`src/rtl/nclk_pkg.sv`:
```
package nclk_pkg;

    // Sequencer states: two pulse intervals, each followed by a gap interval.
    typedef enum logic [2:0] {
        PH_IDLE = 3'd0,
        PH_ONE  = 3'd1,
        PH_GAP1 = 3'd2,
        PH_TWO  = 3'd3,
        PH_GAP2 = 3'd4
    } phase_state_e;

    typedef struct packed {
        logic ph1;
        logic ph2;
    } phase_pair_t;

    // Output levels that belong to a state.
    function automatic phase_pair_t drive_of(phase_state_e s);
        phase_pair_t r;
        r.ph1 = (s == PH_ONE);
        r.ph2 = (s == PH_TWO);
        return r;
    endfunction

    function automatic logic is_gap(phase_state_e s);
        return (s == PH_GAP1) || (s == PH_GAP2);
    endfunction

endpackage

```
`src/rtl/nclk_cfg_check.sv`:
```
module nclk_cfg_check #(
    parameter int CNT_W     = 8,
    parameter int MIN_PULSE = 2
) (
    input  logic             clk,
    input  logic             rst,
    input  logic [CNT_W-1:0] len1,
    input  logic [CNT_W-1:0] len2,
    input  logic [CNT_W-1:0] gap_len,
    output logic             bad,
    output logic             err_q
);
    localparam logic [CNT_W-1:0] MIN_V = CNT_W'(MIN_PULSE);

    logic width_bad;

    // A floor of one or less reduces to a test for zero.
    generate
        if (MIN_PULSE > 1) begin : g_floor_cmp
            always_comb width_bad = (len1 < MIN_V) || (len2 < MIN_V);
        end else begin : g_floor_zero
            always_comb width_bad = (len1 == '0) || (len2 == '0);
        end
    endgenerate

    always_comb bad = width_bad || (gap_len == '0);

    always_ff @(posedge clk) begin
        if (rst) err_q <= 1'b0;
        else     err_q <= bad;
    end
endmodule

```
`src/rtl/nclk_phase_seq.sv`:
```
module nclk_phase_seq
    import nclk_pkg::*;
#(
    parameter int CNT_W = 8
) (
    input  logic             clk,
    input  logic             rst,
    input  logic             run_en,
    input  logic             halt,
    input  logic [CNT_W-1:0] len1,
    input  logic [CNT_W-1:0] len2,
    input  logic [CNT_W-1:0] gap_len,
    output phase_state_e     state_q,
    output phase_state_e     state_d
);
    localparam logic [CNT_W-1:0] ONE = CNT_W'(1);

    logic [CNT_W-1:0] cnt_q, cnt_d;
    logic             last;

    assign last = (cnt_q == '0);

    always_comb begin
        state_d = state_q;
        cnt_d   = cnt_q - ONE;
        if (halt) begin
            state_d = PH_IDLE;
            cnt_d   = '0;
        end else begin
            case (state_q)
                PH_IDLE: begin
                    cnt_d = '0;
                    if (run_en) begin
                        state_d = PH_ONE;
                        cnt_d   = len1 - ONE;
                    end
                end
                PH_ONE: if (last) begin
                    state_d = PH_GAP1;
                    cnt_d   = gap_len - ONE;
                end
                PH_GAP1: if (last) begin
                    if (run_en) begin
                        state_d = PH_TWO;
                        cnt_d   = len2 - ONE;
                    end else begin
                        state_d = PH_IDLE;
                        cnt_d   = '0;
                    end
                end
                PH_TWO: if (last) begin
                    state_d = PH_GAP2;
                    cnt_d   = gap_len - ONE;
                end
                PH_GAP2: if (last) begin
                    if (run_en) begin
                        state_d = PH_ONE;
                        cnt_d   = len1 - ONE;
                    end else begin
                        state_d = PH_IDLE;
                        cnt_d   = '0;
                    end
                end
                default: begin
                    state_d = PH_IDLE;
                    cnt_d   = '0;
                end
            endcase
        end
    end

    always_ff @(posedge clk) begin
        if (rst) begin
            state_q <= PH_IDLE;
            cnt_q   <= '0;
        end else begin
            state_q <= state_d;
            cnt_q   <= cnt_d;
        end
    end

    // a pulse is never cut short while the settings are valid.
    assert_pulse_holds_R3: assert property (@(posedge clk) disable iff (rst)
        (!halt && state_q == PH_ONE && !last) |=> (state_q == PH_ONE));

    // after the first gap comes phase two when running.
    assert_order_R6: assert property (@(posedge clk) disable iff (rst)
        (!halt && state_q == PH_GAP1 && last && run_en) |=> (state_q == PH_TWO));

    // a gap that ends with enable low returns to idle.
    assert_gap_stop_R9: assert property (@(posedge clk) disable iff (rst)
        (!halt && is_gap(state_q) && last && !run_en) |=> (state_q == PH_IDLE));

    // idle is left only through enable.
    assert_idle_wait_R10: assert property (@(posedge clk) disable iff (rst)
        (state_q == PH_IDLE && !run_en) |=> (state_q == PH_IDLE));
endmodule

```
`src/rtl/nclk_phase_out.sv`:
```
module nclk_phase_out
    import nclk_pkg::*;
(
    input  logic         clk,
    input  logic         rst,
    input  phase_state_e state_d,
    output phase_pair_t  pair_q
);
    // Outputs are registered from the next state so that they line up with it.
    always_ff @(posedge clk) begin
        if (rst) pair_q <= '0;
        else     pair_q <= drive_of(state_d);
    end
endmodule

```
`src/rtl/nclk_twophase_gen.sv`:
```
module nclk_twophase_gen
    import nclk_pkg::*;
#(
    parameter int CNT_W     = 8,
    parameter int MIN_PULSE = 2
) (
    input  logic             clk,
    input  logic             rst,
    input  logic             enable,
    input  logic [CNT_W-1:0] cfg_width1,
    input  logic [CNT_W-1:0] cfg_width2,
    input  logic [CNT_W-1:0] cfg_dead,
    output logic             phase1_o,
    output logic             phase2_o,
    output logic             cfg_error
);
    logic         cfg_bad;
    phase_state_e seq_q, seq_d;
    phase_pair_t  pair;

    nclk_cfg_check #(.CNT_W(CNT_W), .MIN_PULSE(MIN_PULSE)) u_cfg (
        .clk    (clk),
        .rst    (rst),
        .len1   (cfg_width1),
        .len2   (cfg_width2),
        .gap_len(cfg_dead),
        .bad    (cfg_bad),
        .err_q  (cfg_error)
    );

    nclk_phase_seq #(.CNT_W(CNT_W)) u_seq (
        .clk    (clk),
        .rst    (rst),
        .run_en (enable),
        .halt   (cfg_bad),
        .len1   (cfg_width1),
        .len2   (cfg_width2),
        .gap_len(cfg_dead),
        .state_q(seq_q),
        .state_d(seq_d)
    );

    nclk_phase_out u_out (
        .clk    (clk),
        .rst    (rst),
        .state_d(seq_d),
        .pair_q (pair)
    );

    assign phase1_o = pair.ph1;
    assign phase2_o = pair.ph2;

    assert_no_overlap_R2: assert property (@(posedge clk) disable iff (rst)
        !(phase1_o && phase2_o));

    assert_err_quiet_R8: assert property (@(posedge clk) disable iff (rst)
        cfg_error |-> (!phase1_o && !phase2_o));

    assert_zero_dead_flag_R7: assert property (@(posedge clk) disable iff (rst)
        (cfg_dead == '0) |=> cfg_error);

    assert_gap_before_two_R5: assert property (@(posedge clk) disable iff (rst)
        $rose(phase2_o) |-> !$past(phase1_o));
endmodule

```
`config.mk`:
```
export PLATFORM = sky130hd
export DESIGN_NAME = nclk_twophase_gen
export DESIGN_NICKNAME = d
export VERILOG_FILES = /design/src/rtl/nclk_pkg.sv /design/src/rtl/nclk_cfg_check.sv /design/src/rtl/nclk_phase_seq.sv /design/src/rtl/nclk_phase_out.sv /design/src/rtl/nclk_twophase_gen.sv
export SDC_FILE = /design/constraint.sdc
export NUM_CORES = 1
export LEC_CHECK = 0
export ABC_CLOCK_PERIOD_IN_PS = 3300
export CORE_MARGIN = 2
export CORE_UTILIZATION = 35
export DETAILED_ROUTE_END_ITERATION = 7
export PLACE_DENSITY = 0.69
export SYNTH_ARGS = -nofsm -noshare
export SYNTH_HDL_FRONTEND = slang
export SYNTH_SLANG_ARGS = --single-unit
export TNS_END_PERCENT = 20
```
`constraint.sdc`:
```
create_clock -name clk -period 3.3 [get_ports clk]
set_input_delay 0.66 -clock clk [delete_from_list [all_inputs] [get_ports clk]]
set_output_delay 0.66 -clock clk [all_outputs]
set_load 0.1 [all_outputs]
```
After elaboration in Yosys (flattened, before gate mapping)
Cells that the tools add are included.
{"block": "word_totals", "reg_bits": 14, "inputBits": 27, "output_inout_bits": 3}
{"block": "classes", "addsub": 4, "magnitude_cmp": 2, "n_eq_ne": 6, "n_mux": 15, "reduce_logical": 7}
{"operator": "8-bit two-way mux", "count": 5}
{"operator": "8-bit one-hot mux with 4 select lines", "count": 1}
{"operator": "8-bit by 1-bit subtractor with 8-bit output, second input constant", "count": 4}
{"operator": "3-bit two-way mux", "count": 6}
{"operator": "8-bit logical NOT", "count": 2}
{"operator": "8-bit by 2-bit < comparator with 1-bit output, second input constant", "count": 2}
{"operator": "3-bit one-hot mux with 5 select lines", "count": 1}
{"operator": "3-bit by 2-bit == test with 1-bit output, second input constant", "count": 3}
{"operator": "3-bit by 1-bit == test with 1-bit output, second input constant", "count": 2}
{"operator": "2-bit OR reduction", "count": 2}
{"operator": "3-bit == test, second input constant", "count": 1}
{"operator": "3-bit logical NOT", "count": 1}
{"operator": "1-bit logical OR", "count": 2}
{"operator": "2-bit two-way mux", "count": 1}
{"operator": "1-bit two-way mux", "count": 1}

Longest topological paths before layout
Gate-level depths: netlist (run 1).
{"block": "logic_depth", "word_depth": 5, "mapped_depth": 9}

Cells and area by module
A second synthesis (run 1) with hierarchy kept.
{"block": "unflattened", "hier_cells": 179, "area_unflattened_um2": 1372.6}
{"mod": "nclk_phase_seq", "instances": 1, "cells_per_inst": 163, "area_per_inst_um2": 1227.4, "seq_area_each_um2": 220.2}
{"mod": "nclk_cfg_check", "instances": 1, "cells_per_inst": 12, "area_per_inst_um2": 77.6, "seq_area_each_um2": 20.0}
{"mod": "nclk_phase_out", "instances": 1, "cells_per_inst": 4, "area_per_inst_um2": 67.6, "seq_area_each_um2": 40.0}

Worst setup path before layout (run 1)
OpenSTA, ideal clock, no wires.
{"block": "synth_timing", "kind": "in2reg", "from": "input cfg_width2[4]", "to": "register u_seq.cnt_q[7]", "setup_time_ns": 0.070, "t_arrival_ns": 2.000, "required_ns": 3.230, "path_slack_ns": 1.230, "stages": 5, "n_path_buf": 0, "path_cell_list": "or4_1 or4_1 o311ai_0 o21bai_1 a21oi_1"}
{"block": "synth_via", "elab_chain_cells": 4}
{"element": "start: declaration", "line_no": "nclk_twophase_gen.sv:11", "rtl": "input logic [CNT_W-1:0] cfg_width2,"}
{"element": "8-bit by 1-bit subtractor with 8-bit output / 8-bit by 2-bit < comparator with 1-bit output (equally long branches)", "line_no": "nclk_phase_seq.sv:45, nclk_cfg_check.sv:20"}
{"element": "8-bit two-way mux / 1-bit logical OR (equally long branches)", "line_no": "nclk_phase_seq.sv:43, nclk_cfg_check.sv:20"}
{"element": "8-bit two-way mux / 1-bit logical OR (equally long branches)", "line_no": "nclk_phase_seq.sv:42, nclk_cfg_check.sv:26"}
{"element": "8-bit one-hot mux with 4 select lines / 2-bit OR reduction (equally long branches)"}
{"element": "end signal: assignment", "line_no": "nclk_phase_seq.sv:78", "rtl": "cnt_q <= cnt_d;"}
{"element": "end: declaration", "line_no": "nclk_phase_seq.sv:18", "rtl": "logic [CNT_W-1:0] cnt_q, cnt_d;"}
Parallel ways exist; a longest one is shown, timed or not.
A chain may end at the register's enable or synchronous reset.

Worst setup path in the final report (run 1)
{"block": "layout_timing", "from": "input cfg_width2[0]", "to": "register u_seq.cnt_q[6]"}
The elaborated chain is that of the path after synthesis.

==> impl_metrics.yaml, run 1 <==
timing:
  drv_slew: 0
  worstMarginPinSlew_ps: 690.1
  grt_setup_unrepaired: "no"
  period_minus_slack_ps: 2468
  max_freq_ghz: 0.4052
  clock_skew_ps: 2.693
  hold_viol: 0
  finalSetupViolCount: 0
  setup-tns-final_ps: 0
  post-route-period-util_pct: 74.78
  slew_headroom_pct: 53.82
cells_and_area:
  diodes: 0
  final_layout_size_suffix_gt1_share_pct: 6.796
  area_growth_pct: 24.34
  fin_nets: 241
power:
  p_int_mw: 0.6240
  fin_total_pwr_mw: 1.161
  power_leakage_nw: 0.6225
  peakVddDrop_v: 0.0002270
  clkPwrFrac_pct: 11.9
  power_density_nw_per_um2: 677.8
  p_sw_mw: 0.5370
  pwr-share-comb_pct: 63.7
  seqPwrFrac_pct: 24.4
  swShare_pct: 46.25
clock_tree:
  postCtsSetupRepairBufs: 0
  ctsHoldBuffers: 0
  root_buffer: "clkbuf_8"
  cts.clk_slew.worst_paths_ps: 60
  clk-insertion-delay-late_ps: 240
  numCtsBuffers: 3
  cts_tree: "done"
  cts_resized: 0
  clockBufferDepth: 2
  cts_max_level: 1
  cts.sinks: 14
synthesis:
  yosysTopAreaCellShare_pct: 20.35
  synth_area_leaders: "dfxtp_1 20%, xnor2_1 6.4%, ha_1 5.4%"
  synth_seq_cells: 14
  synth_ff_type: "dfxtp_1"
  async_reset_ff_share_pct: 0
  syn-num-nets: 216
  syn_area_per_cell_um2: 7.528
  synth_warnings: 0
  synth_edf_count: 0
  ys_seq_area_share_pct: 20.35
  synthTopCellsByCount: "15 x nor2_1, 14 x dfxtp_1, 12 x a21oi_1"
  synth_area_um2: 1378
  synth_top_area_cell: "dfxtp_1"
  synth_most_common_cell: "nor2_1"
  synthCells: 183
  synth_cell_type_count: 47
critical_path:
  path_buf_inv: 2
  end_kind: "register"
  start_kind: "primary input"
  crit_path_max_fanout: 3
  cpMaxStageDelayCell: "clkdlybuf4s50_1"
  path_cells: "clkdlybuf4s50_1 -> inv_1 -> ha_1 -> nor3b_1 -> nand2b_1 -> or4_1 -> a31o_2 -> a31oi_1"
  slowest_delay_ps: 440
  critPathTopFamily: "simple AND/OR/NAND/NOR gates"
  cp_data_arrival_time_ps: 2630
  setup.worst_path.class: "in2reg"
  crit_required_ps: 3470
global_route:
  grt_pass1_vias: 1302
  antenna_found_initial: 0
  grt_overflow: 0
  grt_max_degree: 18
  gr-usage-all-layers_pct: 17.30
  grt_pass1_wl_um: 5927
floorplan:
  fp-row-count: 22
  core_area_um2: 3716
  initial_utilization_pct: 37.07
  ios: 30
  die_area_um2: 4454
  die_w_um: 66.74
  die_h_um: 66.74
detailed_routing:
  wl_per_cell_um: 13.74
  avgViaCountPerCell: 5.508
  first_pass_iters: 4
  first_iter_violations: 79
  drt-total-wl_um: 3490
  drc: 0
  vias: 1399
  detail-route-antenna-nets: 0
run:
  cap_violations: 0
placed_design:
  port_buffers: 29
  dp_hpwl_um: 2815
  gp_congestion: 0.8303
hold_path:
  min_path_type: "reg2reg"
outcome:
  status: "finished, final reports clean"
[worst reg2reg max path, cell delays in order, from the launching register on]
cell      delay (ps)
dfxtp_1          330
inv_1             80
ha_1             170
or3b_2           460
nor2_1           550
nor3_1           180
a211oi_1         220
a211oi_1         100
[per-stage QoR]
stage / instances / hold WS, ps / util, % / worst slack, ps / instance area, um^2
final: 254 / 650.4 / 46.09 / 832.3 / 1713
after global routing: 254 / 672.5 / 46.09 / 691.7 / 1713
after CTS: 254 / 654.0 / 46.09 / 823.5 / 1713
after detailed placement: 251 / 642.9 / 44.98 / 571.2 / 1672
after global placement: 251 / 640.2 / 44.98 / 674.4 / 1672
after floorplan: 183 / 592.0 / - / 1230 / 1378
[cell families after synthesis]
family                     count (synthesis)  share of synthesized area [%]
xor gates and xnor gates                  16                          10.17
adders and majority gates                  7                          6.267
buffers and inverters                     20                          6.540
muxes                                      1                         0.7266
and+or+nand+nor                           71                          28.97
DFF                                       14                          20.35
AOI/OAI and AO/OA                         54                          26.98
[power groups by stage]
stage / clock network [mW] / logic (mW) / registers (mW)
2_1_floorplan: 0 / 0.612 / 0.291
3_3_place_gp: 0 / 0.736 / 0.286
3_5_place_dp: 0 / 0.729 / 0.286
4_1_cts: 0.141 / 0.739 / 0.283
5_1_grt: 0.151 / 0.818 / 0.294
6_report: 0.138 / 0.739 / 0.284
[sequential cells by signal (all words and copies together), names as in the netlist]
signal and cells:
u_cfg.err_q 1, u_seq.state_q 3, u_out.pair_q 2, u_seq.cnt_q 8
[layer usage]
layer	wire [um]	vias up	GRT usage, %
li1	-	729	-
met3	105	7	1.520
met5	0	-	0
met2	1627	33	27.63
met4	74	0	6.633
met1	1682	630	23.98
[final timing paths]
kind	from	endpoint	slack (ps)	cells after the start
setup / recovery	cfg_width2[0]	u_seq.cnt_q[6]	830	8
hold / removal	u_seq.cnt_q[0]	u_seq.cnt_q[0]	650	2
setup reg to reg	u_seq.cnt_q[0]	u_seq.cnt_q[5]	1080	7
hold reg to reg	u_seq.cnt_q[0]	u_seq.cnt_q[0]	650	2
[cell usage in the layout (no fill, tap or decap), types with 6 or more instances in the layout]
cell type / instances
a21oi_1: 12
nor2_1: 15
o21ai_0: 6
xor2_1: 6
nand2_1: 11
or3_1: 6
xnor2_1: 10
dfxtp_1: 14
clkdlybuf4s50_1: 26
nor3_1: 8
nand2b_1: 7
ha_1: 6
inv_1: 11
[layout make-up]
class / count / area [um^2]
Fill cell: 395 / 2003
Multi-Input combinational cell: 149 / 1007
Timing Repair Buffer: 29 / 282.8
Sequential cell: 14 / 280.3
Tap cell: 48 / 60.06
Clock buffer: 3 / 41.29
Inverter: 11 / 41.29
No activity file was read; power rests on OpenSTA's default activity.
==> run 2: changes to the inputs <==
--- a/config.mk
+++ b/config.mk
@@ -5,7 +5,7 @@
 export SDC_FILE = /design/constraint.sdc
 export NUM_CORES = 1
 export LEC_CHECK = 0
-export ABC_CLOCK_PERIOD_IN_PS = 3300
+export ABC_CLOCK_PERIOD_IN_PS = 2450
 export CORE_MARGIN = 2
 export CORE_UTILIZATION = 35
 export DETAILED_ROUTE_END_ITERATION = 7
==> constraint.sdc (replaced) <==
create_clock -name clk -period 2.45 [get_ports clk]
set_input_delay 0.49 -clock clk [delete_from_list [all_inputs] [get_ports clk]]
set_output_delay 0.49 -clock clk [all_outputs]
set_load 0.1 [all_outputs]
==> impl_metrics.yaml, run 2 (same netlist as run 1, synthesis figures left out) <==
placed_design:
  port_buffers: 29
  place_inst: 266
  dpl-instance-area_um2: 1784
  dp_hpwl_um: 2983
  gp_congestion: 0.8596
power:
  peakVddDrop_v: 0.0003719
  power_leakage_nw: 0.6954
  power_density_nw_per_um2: 875.9
global_route:
  grt_pass1_wl_um: 6009
  gr-usage-all-layers_pct: 17.34
  grt_pass1_vias: 1367
  grt_overflow: 0
  grt_max_degree: 18
  antenna_found_initial: 0
detailed_routing:
  avgViaCountPerCell: 5.517
  drc: 0
  wl_per_cell_um: 13.44
  first_pass_iters: 4
  drt-total-wl_um: 3616
  detail-route-antenna-nets: 0
  vias: 1484
  first_iter_violations: 64
timing:
  clock_skew_ps: 5.435
  grt_setup_unrepaired: "no"
  slew_headroom_pct: 59.72
  hold_viol: 0
  period_minus_slack_ps: 2247
  max_freq_ghz: 0.4451
  setup-tns-final_ps: 0
  finalSetupViolCount: 0
  drv_slew: 0
  worstMarginPinSlew_ps: 603.4
  post-route-period-util_pct: 91.71
  hold_slack_ps: 643.7
critical_path:
  crit_path_max_fanout: 3
  crit_required_ps: 2610
  r2r_cells: 7
  path_depth: 6
  end_kind: "register"
  r2r_start: "u_seq.cnt_q[0]"
  path_buf_inv: 1
  endpoint: "u_seq.cnt_q[7]"
  cpMaxStageDelayCell: "or4_1"
  critPathTopFamily: "simple AND/OR/NAND/NOR gates"
  slowest_delay_ps: 580
  path_cells: "clkdlybuf4s50_1 -> or4_1 -> or4_1 -> o311ai_0 -> o21bai_1 -> a21oi_1"
  crit_path_frequent_cell: "or4_1"
  start_kind: "primary input"
  reg2reg_slack_ps: 270
  critPathLaunch: "cfg_width2[4]"
  cp_data_arrival_time_ps: 2400
  setup.worst_path.class: "in2reg"
  r2r-end: "u_seq.cnt_q[3]"
clock_tree:
  cts_tree: "done"
  postCtsSetupRepairBufs: 0
  clockBufferDepth: 2
  cts.clk_slew.worst_paths_ps: 60
  ctsHoldBuffers: 0
  cts_max_level: 1
  root_buffer: "clkbuf_8"
  cts.sinks: 14
  numCtsBuffers: 3
  cts_resized: 0
  clk-insertion-delay-late_ps: 240
outcome:
  status: "finished, final reports clean"
cells_and_area:
  fin_util_pct: 49.12
  fin_nets: 256
  fillers: 391
  final_layout_size_suffix_gt1_share_pct: 13.12
  area_growth_pct: 32.52
  diodes: 0
  largest_reg_flops: 8
  final_cell_area_um2: 1826
  final_common_cell: "clkdlybuf4s50_1"
  largest_register: "u_seq.cnt_q"
  layout_common_cells: "26 x clkdlybuf4s50_1, 18 x buf_4, 15 x nor2_1"
  fin_cells: 269
  reg_top3: "u_seq.cnt_q x8, u_seq.state_q x3, u_out.pair_q x2"
floorplan:
  fp-row-count: 22
  die_h_um: 66.74
  die_w_um: 66.74
  core_area_um2: 3716
  die_area_um2: 4454
  initial_utilization_pct: 37.07
  ios: 30
hold_path:
  hold_depth: 2
  min_path_type: "reg2reg"
run:
  cap_violations: 0
-- run 2: cell count changes in the layout (fill, tap and decap cells not counted) --
cell | before | now
buf_4 | 3 | 18
-- run 2: how the worst min path moves through the flow --
stage                           from              end  slack [ps]
finish                u_seq.cnt_q[0]   u_seq.cnt_q[0]         640
global route          u_seq.cnt_q[0]   u_seq.cnt_q[0]         670
CTS                 u_seq.state_q[1]  u_out.pair_q[0]         640
detailed placement  u_seq.state_q[1]  u_out.pair_q[0]         630
global placement      u_seq.cnt_q[6]   u_seq.cnt_q[6]         630
floorplan                        rst      u_cfg.err_q         560
-- run 2: report_power, final --
| part | switching, mW | internal [mW] |
|---|---|---|
| Sequential | 0.0814 | 0.299 |
| Clock | 0.0710 | 0.108 |
| Combinational | 0.571 | 0.468 |
-- run 2: worst register-to-register path: stages, from the launching register on --
cell	delay [ps]
dfxtp_1	330
inv_1	90
ha_1	170
or3b_2	470
or2_1	420
a21o_1	300
o22a_1	210
a21oi_1	130
-- run 2: cell type report --
class                      count  area (um^2)  share of cell area [%]
tap                           48        60.06                   3.290
inverter                      11        41.29                   2.262
sequential                    14        280.3                   15.35
clock buffer                   3        41.29                   2.262
multi-input combinational    149         1007                   55.18
timing repair buffer          44        395.4                   21.66
-- run 2: per-stage QoR --
stage | total power, mW | setup WS, ps
5_1_grt | 1.720 | 94.62
3_3_place_gp | 1.412 | 51.78
2_1_floorplan | 1.216 | 534.8
6_report | 1.599 | 203.2
4_1_cts | 1.602 | 240.6
3_5_place_dp | 1.413 | 2.961
-- run 2: per-layer routing --
metal / global-route usage, % / wire length [um]
met4: 3.316 / 14
met5: 0 / 0
met3: 1.520 / 98
met1: 22.03 / 1719
met2: 31.75 / 1783
